**src/rtl/colpe_pkg.sv**
```systemverilog
package colpe_pkg;

   typedef enum logic {
      ST_IDLE  = 1'b0,
      ST_DRAIN = 1'b1
   } frame_st_e;

endpackage

```
**src/rtl/colpe_column.sv**
```systemverilog
module colpe_column #(
   parameter int NROWS = 8,
   localparam int RW = $clog2(NROWS)
) (
   input  logic             clk_i,
   input  logic             rst_ni,
   input  logic [NROWS-1:0] hit_i,
   input  logic             snap_i,
   input  logic             serve_i,
   output logic             pend_o,
   output logic [RW-1:0]    row_o
);

   logic [NROWS-1:0] lat_q;
   logic [NROWS-1:0] memb_q;
   logic [NROWS-1:0] elig;
   logic [NROWS-1:0] first_oh;
   logic [NROWS-1:0] clr_vec;

   // combinational priority chain, lowest row wins
   always_comb begin
      elig     = lat_q & memb_q;
      first_oh = elig & (~elig + {{(NROWS-1){1'b0}}, 1'b1});
      clr_vec  = serve_i ? first_oh : '0;
      row_o    = '0;
      for (int r = NROWS - 1; r >= 0; r--) begin
         if (elig[r]) row_o = RW'(r);
      end
   end

   assign pend_o = |elig;

   // set wins over clear
   always_ff @(posedge clk_i or negedge rst_ni) begin
      if (!rst_ni) begin
         lat_q  <= '0;
         memb_q <= '0;
      end else begin
         lat_q  <= (lat_q & ~clr_vec) | hit_i;
         memb_q <= snap_i ? lat_q : (memb_q & ~clr_vec);
      end
   end

endmodule

```
**src/rtl/colpe_rr_arb.sv**
```systemverilog
module colpe_rr_arb #(
   parameter int NCOLS = 4,
   localparam int CW = $clog2(NCOLS)
) (
   input  logic             clk_i,
   input  logic             rst_ni,
   input  logic [NCOLS-1:0] req_i,
   input  logic             restart_i,
   input  logic             adv_i,
   output logic             any_o,
   output logic [CW-1:0]    gnt_o
);

   logic [CW-1:0] ptr_q;
   logic          found;

   always_comb begin
      found = 1'b0;
      gnt_o = '0;
      for (int i = 0; i < NCOLS; i++) begin
         int idx;
         idx = int'(ptr_q) + i;
         if (idx >= NCOLS) idx = idx - NCOLS;
         if (!found && req_i[idx]) begin
            found = 1'b1;
            gnt_o = CW'(idx);
         end
      end
   end

   assign any_o = |req_i;

   always_ff @(posedge clk_i or negedge rst_ni) begin
      if (!rst_ni) begin
         ptr_q <= '0;
      end else if (restart_i) begin
         ptr_q <= '0;
      end else if (adv_i) begin
         ptr_q <= (gnt_o == CW'(NCOLS - 1)) ? '0 : gnt_o + 1'b1;
      end
   end

endmodule

```
**src/rtl/colpe_readout.sv**
```systemverilog
module colpe_readout #(
   parameter int NCOLS = 4,
   parameter int NROWS = 8,
   localparam int CW = $clog2(NCOLS),
   localparam int RW = $clog2(NROWS),
   localparam int NPIX = NCOLS * NROWS,
   localparam int WORD_W = 1 + CW + RW
) (
   input  logic              clk_i,
   input  logic              rst_ni,
   input  logic [NPIX-1:0]   hit_i,
   input  logic              trig_i,
   input  logic              rdy_i,
   output logic              vld_o,
   output logic [WORD_W-1:0] word_o
);
   import colpe_pkg::*;

   if (NCOLS < 2) begin : g_bad_cols
      $error("colpe_readout: NCOLS must be at least 2");
   end
   if (NROWS < 2) begin : g_bad_rows
      $error("colpe_readout: NROWS must be at least 2");
   end

   frame_st_e     st_q;
   logic          busy;
   logic          snap;
   logic          fire;
   logic          word_fire;
   logic          eof_fire;
   logic          any_pend;
   logic [CW-1:0] gnt;
   logic [NCOLS-1:0] col_pend;
   logic [RW-1:0]    col_row [NCOLS];

   assign busy      = (st_q == ST_DRAIN);
   assign snap      = !busy && trig_i;
   assign fire      = busy && rdy_i;
   assign word_fire = fire && any_pend;
   assign eof_fire  = fire && !any_pend;

   for (genvar c = 0; c < NCOLS; c++) begin : g_col
      colpe_column #(.NROWS(NROWS)) col_i (
         .clk_i  (clk_i),
         .rst_ni (rst_ni),
         .hit_i  (hit_i[c*NROWS +: NROWS]),
         .snap_i (snap),
         .serve_i(word_fire && (gnt == CW'(c))),
         .pend_o (col_pend[c]),
         .row_o  (col_row[c])
      );
   end

   colpe_rr_arb #(.NCOLS(NCOLS)) arb_i (
      .clk_i    (clk_i),
      .rst_ni   (rst_ni),
      .req_i    (col_pend),
      .restart_i(snap),
      .adv_i    (word_fire),
      .any_o    (any_pend),
      .gnt_o    (gnt)
   );

   always_ff @(posedge clk_i or negedge rst_ni) begin
      if (!rst_ni)       st_q <= ST_IDLE;
      else if (snap)     st_q <= ST_DRAIN;
      else if (eof_fire) st_q <= ST_IDLE;
   end

   assign vld_o  = busy;
   assign word_o = any_pend ? {1'b0, gnt, col_row[gnt]}
                            : {1'b1, {(CW + RW){1'b0}}};

endmodule

```
**config.mk**
```make
export PLATFORM = sky130hd
export DESIGN_NAME = colpe_readout
export DESIGN_NICKNAME = d
export VERILOG_FILES = /design/src/rtl/colpe_pkg.sv /design/src/rtl/colpe_column.sv /design/src/rtl/colpe_rr_arb.sv /design/src/rtl/colpe_readout.sv
export SDC_FILE = /design/constraint.sdc
export NUM_CORES = 1
export LEC_CHECK = 0
export ABC_CLOCK_PERIOD_IN_PS = 4300
export BUFFER_PORTS_ARGS = -buffer_cell sky130_fd_sc_hd__buf_2
export CORE_UTILIZATION = 46
export CTS_BUF_LIST = sky130_fd_sc_hd__clkbuf_16
export CTS_CLUSTER_DIAMETER = 60
export CTS_CLUSTER_SIZE = 28
export DETAILED_ROUTE_END_ITERATION = 10
export HOLD_SLACK_MARGIN = 0.05
export PLACE_DENSITY_LB_ADDON = 0.1
export SKIP_CTS_REPAIR_TIMING = 1
export SLEW_MARGIN = 15
export SYNTH_ARGS = -nofsm -noshare
export SYNTH_HDL_FRONTEND = slang
export SYNTH_HIERARCHICAL = 1
export SYNTH_SLANG_ARGS = --single-unit
```
**constraint.sdc**
```tcl
create_clock -name clk_i -period 4.3 [get_ports clk_i]
set_input_delay 0.215 -clock clk_i [delete_from_list [all_inputs] [get_ports clk_i]]
set_output_delay 0.215 -clock clk_i [all_outputs]
set_load 0.005 [all_outputs]
```
# Word-level counts from Yosys, hierarchy flattened
# Index checks and enable logic that the tools add are counted.
[op_classes]
div = 0
n_shift = 0
n_mux = 72
n_mul = 0
magnitude_cmp = 9
bitwise_logic = 29
n_eq_ne = 3
reduce_logical = 24
n_addsub = 12
[ops]
columns = ["op", "count"]
rows = [
  ["bitwise AND 8 bit", 16],
  ["< comparator 32 x 4 -> 1 bit (second input constant)", 4],
  ["two-way mux 32 bit", 4],
  ["two-way mux 3 bit", 34],
  ["greater-or-equal comparator 32 x 4 -> 1 bit (second input constant)", 3],
  ["subtractor 32 x 4 -> 32 bit (second input constant)", 3],
  ["two-way mux 8 bit", 8],
  ["NOT 8 bit", 8],
  ["adder 8 x 1 -> 8 bit (second input constant)", 4],
  ["bitwise OR 8 bit", 4],
  ["OR reduction 32 bit", 1],
  ["OR reduction 8 bit", 4],
  ["two-way mux 2 bit", 7],
  ["two-way mux 1 bit", 13],
  ["logical AND 1 bit", 11],
  ["binary-select mux 1 bit (select 2 bit)", 4],
  ["adder 2 x 2 -> 3 bit (second input constant)", 2],
  ["binary-select mux 3 bit (select 2 bit)", 1],
  ["two-way mux 6 bit", 1],
  ["logical NOT 1 bit", 5],
  ["== test 2 bit (second input constant)", 2],
  ["nonzero test 2 bit", 2],
  ["subtractor 2 x 3 -> 4 bit (second input constant)", 1],
  ["adder 2 x 1 -> 3 bit (second input constant)", 1],
  ["6 further kinds", 6],
]
[word_totals]
in_bits = 36
output_inout_bits = 7
latch_bits = 0
n_memories = 0
rom_bits = 0
ramBits = 0
wordCells = 159
ff_bits = 67

# Depth between registers and ports, before layout
# Gate-level depths: netlist of run 1.
[depth]
word_depth = 21
depth_mapped = 13
depth_no_buf = 13

# Cells and area by module
# The synthesis of run 1 kept the hierarchy.
[by_module_without_submodules]
columns = ["mod", "seq_area_each_um2", "area_each_um2", "cells_each", "n_inst"]
rows = [
  ["colpe_column", 400.4, 819.5, 85, 4],
  ["colpe_readout", 25.0, 192.7, 21, 1],
  ["colpe_rr_arb", 50.0, 171.4, 20, 1],
]

# Least setup slack after synthesis of run 1
# No wires, ideal clock.
[synth_path]
path_type = "register -> register"
startpoint = "register g_col[1].col_i.lat_q[5]"
endpoint = "register g_col[2].col_i.memb_q[6]"
setup_ps = 125
arrival_time_ps = 2637
required_ps = 4175
path_stages_with_launch = 12
synth_period_minus_slack_ps = 2762
path_slack_ps = 1538
path_buffers = 0
cell_sequence = "dfrtp_1 a22o_1 nor2_1 nand2_1 nor3b_1 a211oi_1 nor2_1 nor3b_1 a21bo_2 nor4_4 a21boi_1 mux2_2"
[synth_via]
elab_chain_cells = 21
word_cells_on_any_way = 35
classes_between = "eq/ne: 1; mux: 21; bitwise: 3; reduce/logical: 10"
[synth_rtl]
columns = ["element", "line_no", "source"]
rows = [
  ["from (decl)", "colpe_column.sv:14", "logic [NROWS-1:0] lat_q;"],
  ["from (signal assigned)", "colpe_column.sv:39", "lat_q <= (lat_q & ~clr_vec) | hit_i;"],
  ["bitwise AND 8 bit (*)", "colpe_column.sv:22", "elig = lat_q & memb_q;"],
  ["OR reduction 8 bit (*)", "colpe_column.sv:31", "assign pend_o = |elig;"],
  ["via col_pend[1]", "colpe_readout.sv:34", "logic [NCOLS-1:0] col_pend;"],
  ["binary-select mux 1 bit (select 2 bit)", "colpe_rr_arb.sv:24", "if (!found && req_i[idx]) begin"],
  ["two-way mux 1 bit (not written as such) (2 in a row)", "colpe_rr_arb.sv:24", ""],
  ["two-way mux 1 bit", "colpe_rr_arb.sv:24", ""],
  ["logical NOT 1 bit", "colpe_rr_arb.sv:24", ""],
  ["logical AND 1 bit", "colpe_rr_arb.sv:24", ""],
  ["[6 not listed]", "--", ""],
  ["two-way mux 2 bit (*)", "colpe_rr_arb.sv:24", ""],
  ["via gnt[1]", "colpe_readout.sv:33", "logic [CW-1:0] gnt;"],
  ["== test 2 bit (*)", "colpe_readout.sv:49", ".serve_i(word_fire && (gnt == CW'(c))),"],
  ["logical AND 1 bit (*)", "colpe_readout.sv:49", ""],
  ["two-way mux 8 bit (*)", "colpe_column.sv:24", "clr_vec = serve_i ? first_oh : '0;"],
  ["NOT 8 bit (*)", "colpe_column.sv:40", "memb_q <= snap_i ? lat_q : (memb_q & ~clr_vec);"],
  ["bitwise AND 8 bit (*)", "colpe_column.sv:40", ""],
  ["two-way mux 8 bit (*)", "colpe_column.sv:40", ""],
  ["to (signal assigned)", "colpe_column.sv:40", ""],
  ["to (decl)", "colpe_column.sv:15", "logic [NROWS-1:0] memb_q;"],
]
# Mark *: on every way through the listed nets, which the timed path passes. The rest lies on a longest branch. The select of a mux whose other input is x is not followed.
# A chain may end at the register's enable or synchronous reset.

# Worst setup path after layout of run 1
# Ends and elaborated chain as after synthesis.

==> results of run 1 <==
[cell type report]
class / count / area [um2]
Fill cell: 713 / 3370
Multi-Input combinational cell: 298 / 1910
Inverter: 11 / 41.3
Timing Repair Buffer: 46 / 243
Sequential cell: 67 / 1680
Tap cell: 102 / 128
Clock inverter: 7 / 98.8
Clock buffer: 9 / 225
[cells by family (layout without fill, tap and decap cells)]
logic type,count (synthesis),in the layout,synth area share [%]
compound gates,114,114,24.6
simple gates,171,171,22.7
xor+xnor,1,1,0.241
flops,67,67,46.0
buf+inv,16,73,1.85
mux,12,12,4.60
[power by group]
| part | switching (mW) | total (mW) | internal (mW) | leakage, nW |
|---|---|---|---|---|
| sequential | 0.171 | 0.964 | 0.793 | 0.745 |
| clock | 0.281 | 0.792 | 0.511 | 0.156 |
| combinational | 1.07 | 2.01 | 0.939 | 0.979 |
| total | 1.52 | 3.77 | 2.24 | 1.88 |
[layer usage]
layer  vias to the layer above  GRT usage [%]
li1                       1457              -
met3                         9           5.11
met5                         -              0
met1                      1358           27.3
met4                         0           7.14
met2                        52           30.6
[worst max-delay path by stage]
| stage | from | to | depth (start not counted) |
|---|---|---|---|
| after floorplan | g_col[1].col_i/lat_q[5] | g_col[2].col_i/memb_q[6] | 11 |
| after global placement | g_col[1].col_i/lat_q[5] | g_col[2].col_i/memb_q[6] | 11 |
| after detailed placement | g_col[1].col_i/lat_q[5] | g_col[2].col_i/memb_q[6] | 11 |
| after CTS | g_col[1].col_i/lat_q[5] | g_col[2].col_i/memb_q[6] | 11 |
| after global routing | g_col[1].col_i/lat_q[5] | g_col[2].col_i/memb_q[6] | 11 |
| final | g_col[1].col_i/lat_q[5] | g_col[2].col_i/memb_q[6] | 11 |
[sequential cells by signal, summed over array words and instances (netlist names)]
signal,cells
arb_i/ptr_q,2
g_col.col_i/lat_q,32
g_col.col_i/memb_q,32
vld_o,1
[layout by cell type (no fill, tap or decap), types with 3 or more instances in the layout]
cell | synthesis | routed
a211oi_1 | 6 | 6
a21bo_2 | 4 | 4
a21boi_0 | 4 | 4
a21boi_1 | 4 | 4
a21o_1 | 36 | 36
a21oi_1 | 5 | 5
a22o_1 | 16 | 16
a22o_4 | 4 | 4
a311oi_1 | 4 | 4
a31oi_1 | 5 | 5
a32oi_1 | 4 | 4
and2_1 | 8 | 8
buf_2 | 0 | 42
buf_4 | 0 | 3
clkbuf_16 | 0 | 9
dfrtp_1 | 67 | 67
inv_1 | 11 | 11
mux2_2 | 8 | 8
mux4_2 | 3 | 3
nand2_1 | 99 | 99
nand3_1 | 9 | 9
nor2_1 | 23 | 23
nor2b_1 | 13 | 12
nor3_1 | 5 | 5
nor3_2 | 4 | 4
nor3b_1 | 3 | 3
nor4_4 | 4 | 4
o21a_1 | 4 | 4
o21ai_0 | 16 | 16
[worst reg2reg max path, stage by stage, from the launching register on]
cell and delay, ns:
dfrtp_1 0.42, a22o_1 0.29, nor2_1 0.15, nand2_1 0.12
nor3b_1 0.21, a211oi_1 0.07, nor2_1 0.51, nor3b_1 0.50
a21bo_2 0.34, nor4_4 0.20, a21boi_1 0.10, mux2_2 0.26
==> impl_metrics.py, run 1 <==
metrics = {
    "synth": {
        "synth.top_cell.area_share_pct": 46.0,
        "ys.warnings.count": 6,
        "syn-num-nets": 417,
        "async_reset_ff_share_pct": 100,
        "ys_seq_area_share_pct": 46.0,
        "syn_inst": 381,
        "synth_area_mm2": 0.00364,
        "synth.largest_area_cell": "dfrtp_1",
        "synth-edff-count": 0,
        "syn_area_per_cell_um2": 9.56,
        "synth_common_cells": "nand2_1 (99), dfrtp_1 (67), a21o_1 (36), nor2_1 (23)",
        "synth_flop_cell": "dfrtp_1",
        "yosysMostFrequentCell": "nand2_1",
        "synth.distinct_cells": 34,
        "ys_ff_latch": 67,
        "synth_area_leaders": "dfrtp_1 (46%), nand2_1 (10%), a21o_1 (7.4%)",
    },
    "worst_setup_path": {
        "worstPathMaxFanout": 9,
        "required_ns": 4.51,
        "r2r-start": "g_col[1].col_i/lat_q[5]",
        "r2r_slack_ns": 1.02,
        "critPathArrivalTime_ns": 3.49,
        "crit_buf_inv": 0,
        "path_delay_family": "simple AND/OR/NAND/NOR gates",
        "path_cells": "a22o_1 -> nor2_1 -> nand2_1 -> nor3b_1 -> a211oi_1 -> nor2_1 -> nor3b_1 -> a21bo_2 -> nor4_4 -> a21boi_1 -> mux2_2",
        "rr_endpoint": "g_col[2].col_i/memb_q[6]",
        "critical_path_class": "flop to flop",
        "ff2ff_path_depth": 11,
        "critPathMaxStageDelay_ns": 0.51,
        "cp_slowest_cell": "nor2_1",
        "crit_path_end_kind": "flop",
        "cp-start-kind": "flop",
    },
    "route": {
        "wirelength_um": 7400,
        "met2_length_um": 3330,
        "drtIter0Drc": 82,
        "ant_nets": 0,
        "dr.max_layer_used": "met4",
        "route.detailed.drc": 0,
        "routedWlPerCell_um": 13.7,
        "vias": 2876,
        "wl_met3_um": 283,
        "routed_via_density": 5.33,
        "wl_met1_um": 3690,
        "dr.pass1.iters": 4,
    },
    "sta": {
        "tns_ns": 0,
        "worst_slew_pin_slew_ns": 0.868,
        "min_period_ns": 3.28,
        "rsz0062_at_grt": "no",
        "slew_headroom_pct": 42.1,
        "setup_viol": 0,
        "hold_viol": 0,
        "fin_worst_skew_ns": 0.00851,
        "fin_crit_sh_pct": 76.2,
        "timing.fmax_mhz": 305,
        "fin_hold_ws_ns": 0.0589,
        "fin_ws_ns": 1.02,
        "drv_slew": 0,
    },
    "floorplan": {
        "die_w_um": 91.0,
        "initial_core_util_pct": 47.4,
        "die_area_mm2": 0.00828,
        "row_count": 32,
        "pin_count": 43,
        "coreArea_mm2": 0.00769,
        "die_h_um": 91.0,
    },
    "clock_network": {
        "htree_levels": 3,
        "clkTransAtPathRegs_ns": 0.06,
        "numCtsBuffers": 9,
        "cts_tree": "done",
        "cts_buffer_depth": 2,
        "clk_latency_ns": 0.33,
        "clockRootBuffer": "clkbuf_16",
        "cts.sink_count": 67,
    },
    "job": {
        "cap_violations": 0,
    },
    "pwr": {
        "power_density_mw_per_mm2": 872,
        "max-vdd-ir-drop_mv": 0.375,
        "finalPower_mw": 3.77,
        "cellLeakagePower_nw": 1.88,
    },
    "cells_and_area": {
        "utilization_pct": 56.2,
        "final_area_mm2": 0.00432,
        "instances_no_fill": 540,
        "drive_above_1_share_pct": 21.0,
        "nets": 469,
        "n_antenna_cell": 0,
        "syn_to_final_growth_pct": 18.6,
    },
    "hold_path": {
        "min_path_type": "input pin to flop",
        "min_to": "g_col[3].col_i/lat_q[0]",
        "hold_depth": 2,
        "min-delay-start": "hit_i[24]",
    },
    "placed_design": {
        "dp_hpwl_um": 5160,
        "port_buffers": 42,
        "gp_congestion": 0.769,
        "dp_cells": 523,
        "dp_slack_ns": 1.05,
        "postPlaceCellArea_mm2": 0.00398,
    },
    "global_route": {
        "grt_max_degree": 68,
        "grt_pass1_wl_um": 13100,
        "antenna_found_initial": 0,
        "grt-ovfl-total": 0,
        "gr-usage-all-layers_pct": 19.9,
        "grt_pass1_vias": 2802,
    },
    "outcome": {
        "status": "finished clean",
    },
}
Note: power is estimated with default switching activity, not from simulation.
==> run 2: changes to the inputs <==
ABC_AREA = 1   (was not set)
ABC_CLOCK_PERIOD_IN_PS = 3300   (was 4300)
clock period = 3.3 ns   (was 4.3 ns; I/O delays follow)
==> impl_metrics.py, run 2 <==
metrics = {
    "synth": {
        "synth_flop_cell": "dfrtp_1",
        "synth-edff-count": 0,
        "ys_seq_area_share_pct": 43.3,
        "synth_area_leaders": "dfrtp_1 (43%), nand2_1 (14%), nand3_1 (5.4%)",
        "yosysMostFrequentCell": "nand2_1",
        "synth_compound_area_share_pct": 10.2,
        "synth_adder_area_share_pct": 0,
        "synth_xor_area_share_pct": 0,
        "ys_ff_latch": 67,
        "synth_area_mm2": 0.00387,
        "synth.top_cell.area_share_pct": 43.3,
        "synth.largest_area_cell": "dfrtp_1",
        "async_reset_ff_share_pct": 100,
        "syn_area_per_cell_um2": 7.97,
        "syn-num-nets": 522,
        "synth_common_cells": "nand2_1 (143), dfrtp_1 (67), nand3_1 (42), inv_1 (41), nand2_2 (31)",
        "synth-simple-area-share_pct": 39.5,
        "ys.warnings.count": 6,
        "synth.distinct_cells": 26,
        "syn_inst": 486,
        "synth_top_family_by_area": "simple AND/OR/NAND/NOR gates",
        "synth_mux_area_share_pct": 0,
    },
    "sta": {
        "rsz0062_at_grt": "no",
        "fin_worst_skew_ns": 0.00489,
        "timing.fmax_mhz": 338,
        "min_period_ns": 2.96,
        "fin_crit_sh_pct": 89.5,
        "drv_slew": 0,
        "slew_headroom_pct": 64.6,
        "setup_viol": 0,
        "tns_ns": 0,
        "fin_ws_ns": 0.345,
        "hold_viol": 0,
        "worst_slew_pin_slew_ns": 0.531,
        "fin_hold_ws_ns": 0.0308,
    },
    "outcome": {
        "status": "finished clean",
    },
    "clock_network": {
        "numCtsBuffers": 9,
        "cts.sink_count": 67,
        "htree_levels": 3,
        "cts_tree": "done",
        "clk_latency_ns": 0.33,
        "cts_buffer_depth": 2,
        "clkTransAtPathRegs_ns": 0.06,
        "clockRootBuffer": "clkbuf_16",
    },
    "global_route": {
        "grt_pass1_wl_um": 14500,
        "gr-usage-all-layers_pct": 21.2,
        "grt-ovfl-total": 0,
        "antenna_found_initial": 0,
        "grt_max_degree": 30,
        "grt_pass1_vias": 3254,
    },
    "worst_setup_path": {
        "critical_path_class": "flop to flop",
        "required_ns": 3.52,
        "worstPathMaxFanout": 7,
        "r2r_slack_ns": 0.34,
        "critPathArrivalTime_ns": 3.17,
        "crit_path_end_kind": "flop",
        "cp-start-kind": "flop",
    },
    "route": {
        "wirelength_um": 8450,
        "drtIter0Drc": 119,
        "route.detailed.drc": 0,
        "ant_nets": 0,
        "routedWlPerCell_um": 12.5,
        "routed_via_density": 4.94,
        "vias": 3352,
        "dr.pass1.iters": 4,
    },
    "cells_and_area": {
        "instances_no_fill": 678,
        "nets": 604,
        "drive_above_1_share_pct": 25.8,
        "final_cell_mix": "nand2_1 (143), dfrtp_1 (67), nand3_1 (42), buf_2 (42), inv_1 (41)",
        "final_area_mm2": 0.00481,
        "syn_to_final_growth_pct": 24.2,
        "reg_top3": "g_col.col_i/lat_q x32, g_col.col_i/memb_q x32, arb_i/ptr_q x2",
        "final_common_cell": "nand2_1",
        "n_antenna_cell": 0,
    },
    "pwr": {
        "cellLeakagePower_nw": 2.42,
        "power_density_mw_per_mm2": 871,
        "max-vdd-ir-drop_mv": 0.408,
    },
    "placed_design": {
        "port_buffers": 42,
        "dp_cells": 633,
        "postPlaceCellArea_mm2": 0.00421,
        "dp_hpwl_um": 6270,
        "gp_congestion": 0.893,
        "dp_slack_ns": 0.230,
    },
    "floorplan": {
        "die_w_um": 93.7,
        "pin_count": 43,
        "row_count": 33,
        "die_h_um": 93.7,
        "coreArea_mm2": 0.00818,
        "initial_core_util_pct": 47.4,
        "die_area_mm2": 0.00879,
    },
    "hold_path": {
        "min_path_type": "input pin to flop",
    },
    "job": {
        "cap_violations": 0,
    },
}
==> run 2: cell count changes in the layout (fill, tap and decap cells not counted), moves of 15 or more <==
cell | previous run | this run
a21o_1 | 36 | 16
a22o_1 | 16 | 1
dlygate4sd3_1 | 1 | 29
inv_1 | 11 | 41
nand2_1 | 99 | 143
nand2_2 | 0 | 31
nand3_1 | 9 | 42
o21ai_0 | 16 | 1
==> run 2: worst paths after layout <==
| path | end | cells past startpoint | startpoint |
|---|---|---|---|
| max reg2reg | g_col[0].col_i/lat_q[6] | 19 | g_col[3].col_i/lat_q[6] |
| min in group asynchronous | g_col[0].col_i/lat_q[5] | 2 | rst_ni |
| max | g_col[0].col_i/lat_q[6] | 19 | g_col[3].col_i/lat_q[6] |
| min | g_col[3].col_i/lat_q[2] | 2 | hit_i[26] |
| max in group asynchronous | g_col[3].col_i/lat_q[4] | 3 | rst_ni |
| min reg2reg | g_col[2].col_i/memb_q[6] | 2 | g_col[2].col_i/memb_q[6] |
==> run 2: final cells by class <==
cell class                      instances  area, um2
Clock buffer                            9        225
Multi-Input combinational cell        355       1940
Sequential cell                        67       1680
Tap cell                              105        131
Fill cell                             757       3370
Timing Repair Buffer                   78        553
Clock inverter                          7       67.6
Inverter                               57        216
==> run 2: cell families (layout without fill, tap and decap cells) <==
group / Yosys count / count (layout)
compound gates: 57 / 57
buf+inv: 64 / 151
flops: 67 / 67
simple gates: 298 / 298
==> run 2: report_power, final <==
group          internal [mW]  total (mW)  leakage [nW]  switching [mW]
combinational          0.703        1.98          1.59            1.27
clock                  0.582       0.942         0.139           0.361
sequential              1.05        1.27         0.692           0.212
total                   2.34        4.19          2.42            1.85
==> run 2: layer usage <==
layer	vias up	GRT usage [%]	part of all wire, %
li1	1749	-	-
met1	1539	28.7	49
met2	57	32.8	46
met3	7	4.85	4.0
met4	0	8.08	1.2
met5	-	0	0
==> run 2: stage by stage <==
| stage | utilization, % | total power, mW |
|---|---|---|
| floorplan | - | 2.79 |
| global placement | 51.5 | 3.17 |
| detailed placement | 51.5 | 3.21 |
| CTS | 55.1 | 4.18 |
| global route | 58.8 | 4.56 |
| finish | 58.8 | 4.19 |
==> run 2: critical path: stages (launching register included) <==
cell and delay, ns:
dfrtp_1 0.39, nand2_1 0.13, nand2_1 0.09, nor2_1 0.15, nand2_1 0.11, inv_1 0.12
nand2_4 0.06, nand3_1 0.13, nand2_2 0.10, nor2_4 0.14, nand2_2 0.09, nand3_1 0.08
nand2_1 0.16, buf_4 0.22, nor3_1 0.21, buf_4 0.17, inv_1 0.08, nor3_2 0.17
nand2_1 0.10, a21o_1 0.16
==> run 3: changes to the inputs <==
REMOVE_ABC_BUFFERS = 1   (was not set)
==> impl_metrics.py, run 3 (synthesis gave the netlist of run 2 again) <==
metrics = {
    "worst_setup_path": {
        "path_delay_family": "simple AND/OR/NAND/NOR gates",
        "ff2ff_path_depth": 19,
        "rr_endpoint": "g_col[1].col_i/memb_q[2]",
        "path_depth": 19,
        "critical_path_class": "flop to flop",
        "cp_common_cell": "nand2_1",
        "r2r_slack_ns": 0.43,
        "critPathArrivalTime_ns": 3.06,
        "required_ns": 3.49,
        "endpoint": "g_col[1].col_i/memb_q[2]",
        "crit_path_end_kind": "flop",
        "crit_buf_inv": 5,
        "cp_slowest_cell": "dfrtp_1",
        "r2r-start": "g_col[3].col_i/lat_q[6]",
        "path_cells": "nand2_1 -> nand2_1 -> nor2_1 -> nand2_1 -> inv_1 -> nand2_4 -> nand2_1 -> nand2_1 -> nand2_1 -> nand2_1 -> inv_2 -> o21ai_0 -> nand2_1 -> inv_1 -> nor3_1 -> buf_4 -> inv_1 -> nor3_1 -> o22ai_1",
        "critPathMaxStageDelay_ns": 0.38,
        "worstPathMaxFanout": 8,
        "crit_start": "g_col[3].col_i/lat_q[6]",
        "cp-start-kind": "flop",
    },
    "clock_network": {
        "clk_latency_ns": 0.32,
        "cts_tree": "done",
        "cts.sink_count": 67,
        "clockRootBuffer": "clkbuf_16",
        "numCtsBuffers": 9,
        "clkTransAtPathRegs_ns": 0.05,
        "cts_buffer_depth": 2,
        "htree_levels": 3,
    },
    "sta": {
        "min_period_ns": 2.87,
        "tns_ns": 0,
        "fin_crit_sh_pct": 86.8,
        "fin_worst_skew_ns": 0.00504,
        "timing.fmax_mhz": 349,
        "setup_viol": 0,
        "drv_slew": 0,
        "slew_headroom_pct": 62.1,
        "hold_viol": 0,
        "rsz0062_at_grt": "no",
        "worst_slew_pin_slew_ns": 0.568,
    },
    "pwr": {
        "finalPower_mw": 4.13,
        "internal_power_mw": 2.32,
        "power_density_mw_per_mm2": 869,
        "max-vdd-ir-drop_mv": 0.364,
        "cellLeakagePower_nw": 2.40,
        "power_frac_seq_pct": 30.7,
        "p_sw_mw": 1.81,
        "combPwrFrac_pct": 47.5,
        "clkPwrFrac_pct": 21.8,
        "switching_share_pct": 43.8,
    },
    "floorplan": {
        "die_area_mm2": 0.00879,
        "initial_core_util_pct": 47.4,
        "die_w_um": 93.7,
        "row_count": 33,
        "die_h_um": 93.7,
        "pin_count": 43,
        "coreArea_mm2": 0.00818,
    },
    "cells_and_area": {
        "n_antenna_cell": 0,
        "final_cell_mix": "nand2_1 (143), dfrtp_1 (67), inv_1 (42), nand3_1 (42), buf_2 (42)",
        "final_common_cell": "nand2_1",
        "nets": 601,
        "drive_above_1_share_pct": 25.0,
        "final_area_mm2": 0.00475,
        "syn_to_final_growth_pct": 22.7,
        "utilization_pct": 58.1,
        "reg_top3": "g_col.col_i/lat_q x32, g_col.col_i/memb_q x32, arb_i/ptr_q x2",
    },
    "global_route": {
        "grt-ovfl-total": 0,
        "grt_max_degree": 46,
        "grt_pass1_vias": 3087,
        "antenna_found_initial": 0,
        "grt_pass1_wl_um": 14000,
        "gr-usage-all-layers_pct": 20.6,
    },
    "job": {
        "cap_violations": 0,
    },
    "route": {
        "wirelength_um": 8370,
        "route.detailed.drc": 0,
        "vias": 3367,
        "ant_nets": 0,
        "routedWlPerCell_um": 12.4,
        "drtIter0Drc": 156,
        "dr.pass1.iters": 4,
        "routed_via_density": 5.00,
    },
    "outcome": {
        "status": "finished clean",
    },
    "placed_design": {
        "postPlaceCellArea_mm2": 0.00421,
        "dp_hpwl_um": 6250,
        "port_buffers": 42,
        "gp_congestion": 0.885,
    },
    "hold_path": {
        "min_path_type": "input pin to flop",
    },
}
-- run 3: power groups by stage --
stage	combinational, mW	sequential [mW]	clock (mW)
6_report	1.96	1.27	0.899
5_1_grt	2.23	1.30	0.951
4_1_cts	1.94	1.27	0.925
3_5_place_dp	1.93	1.28	0
3_3_place_gp	1.89	1.27	0
2_1_floorplan	1.48	1.24	0
-- run 3: how the worst min path moves through the flow --
stage / cells after the start / startpoint / to / slack (ns)
global route: 2 / hit_i[18] / g_col[2].col_i/lat_q[2] / 0.05
global placement: 1 / rst_ni / g_col[0].col_i/memb_q[7] / 0.18
finish: 2 / hit_i[27] / g_col[3].col_i/lat_q[3] / 0.03
detailed placement: 1 / rst_ni / g_col[0].col_i/memb_q[7] / 0.18
floorplan: 0 / rst_ni / arb_i/ptr_q[0] / -0.13
CTS: 1 / rst_ni / g_col[0].col_i/memb_q[7] / -0.16
-- run 3: per-layer routing --
layer	global-route usage, %	routed length (um)	vias to the layer above
met1	29.1	4190	1576
met4	5.77	75	0
li1	-	-	1732
met2	31.9	3780	52
met5	0	0	-
met3	4.29	322	7
-- run 3: layout make-up --
cell class              instances  area, um2
flip-flops and latches         67       1680
clock inverters                 6       48.8
well taps                     105        131
inverters                      57        214
repair buffers                 75        523
clock buffers                   9        225
multi-input cells             355       1930
fillers                       757       3420
-- run 3: metrics by stage --
| step | hold WS (ns) | worst slack [ns] | std cells |
|---|---|---|---|
| after floorplan | -0.131 | 0.582 | 479 |
| after global placement | 0.182 | 0.417 | 633 |
| after detailed placement | 0.183 | 0.391 | 633 |
| after CTS | -0.164 | 0.343 | 648 |
| after global routing | 0.0507 | 0.0980 | 674 |
| final | 0.0333 | 0.434 | 674 |
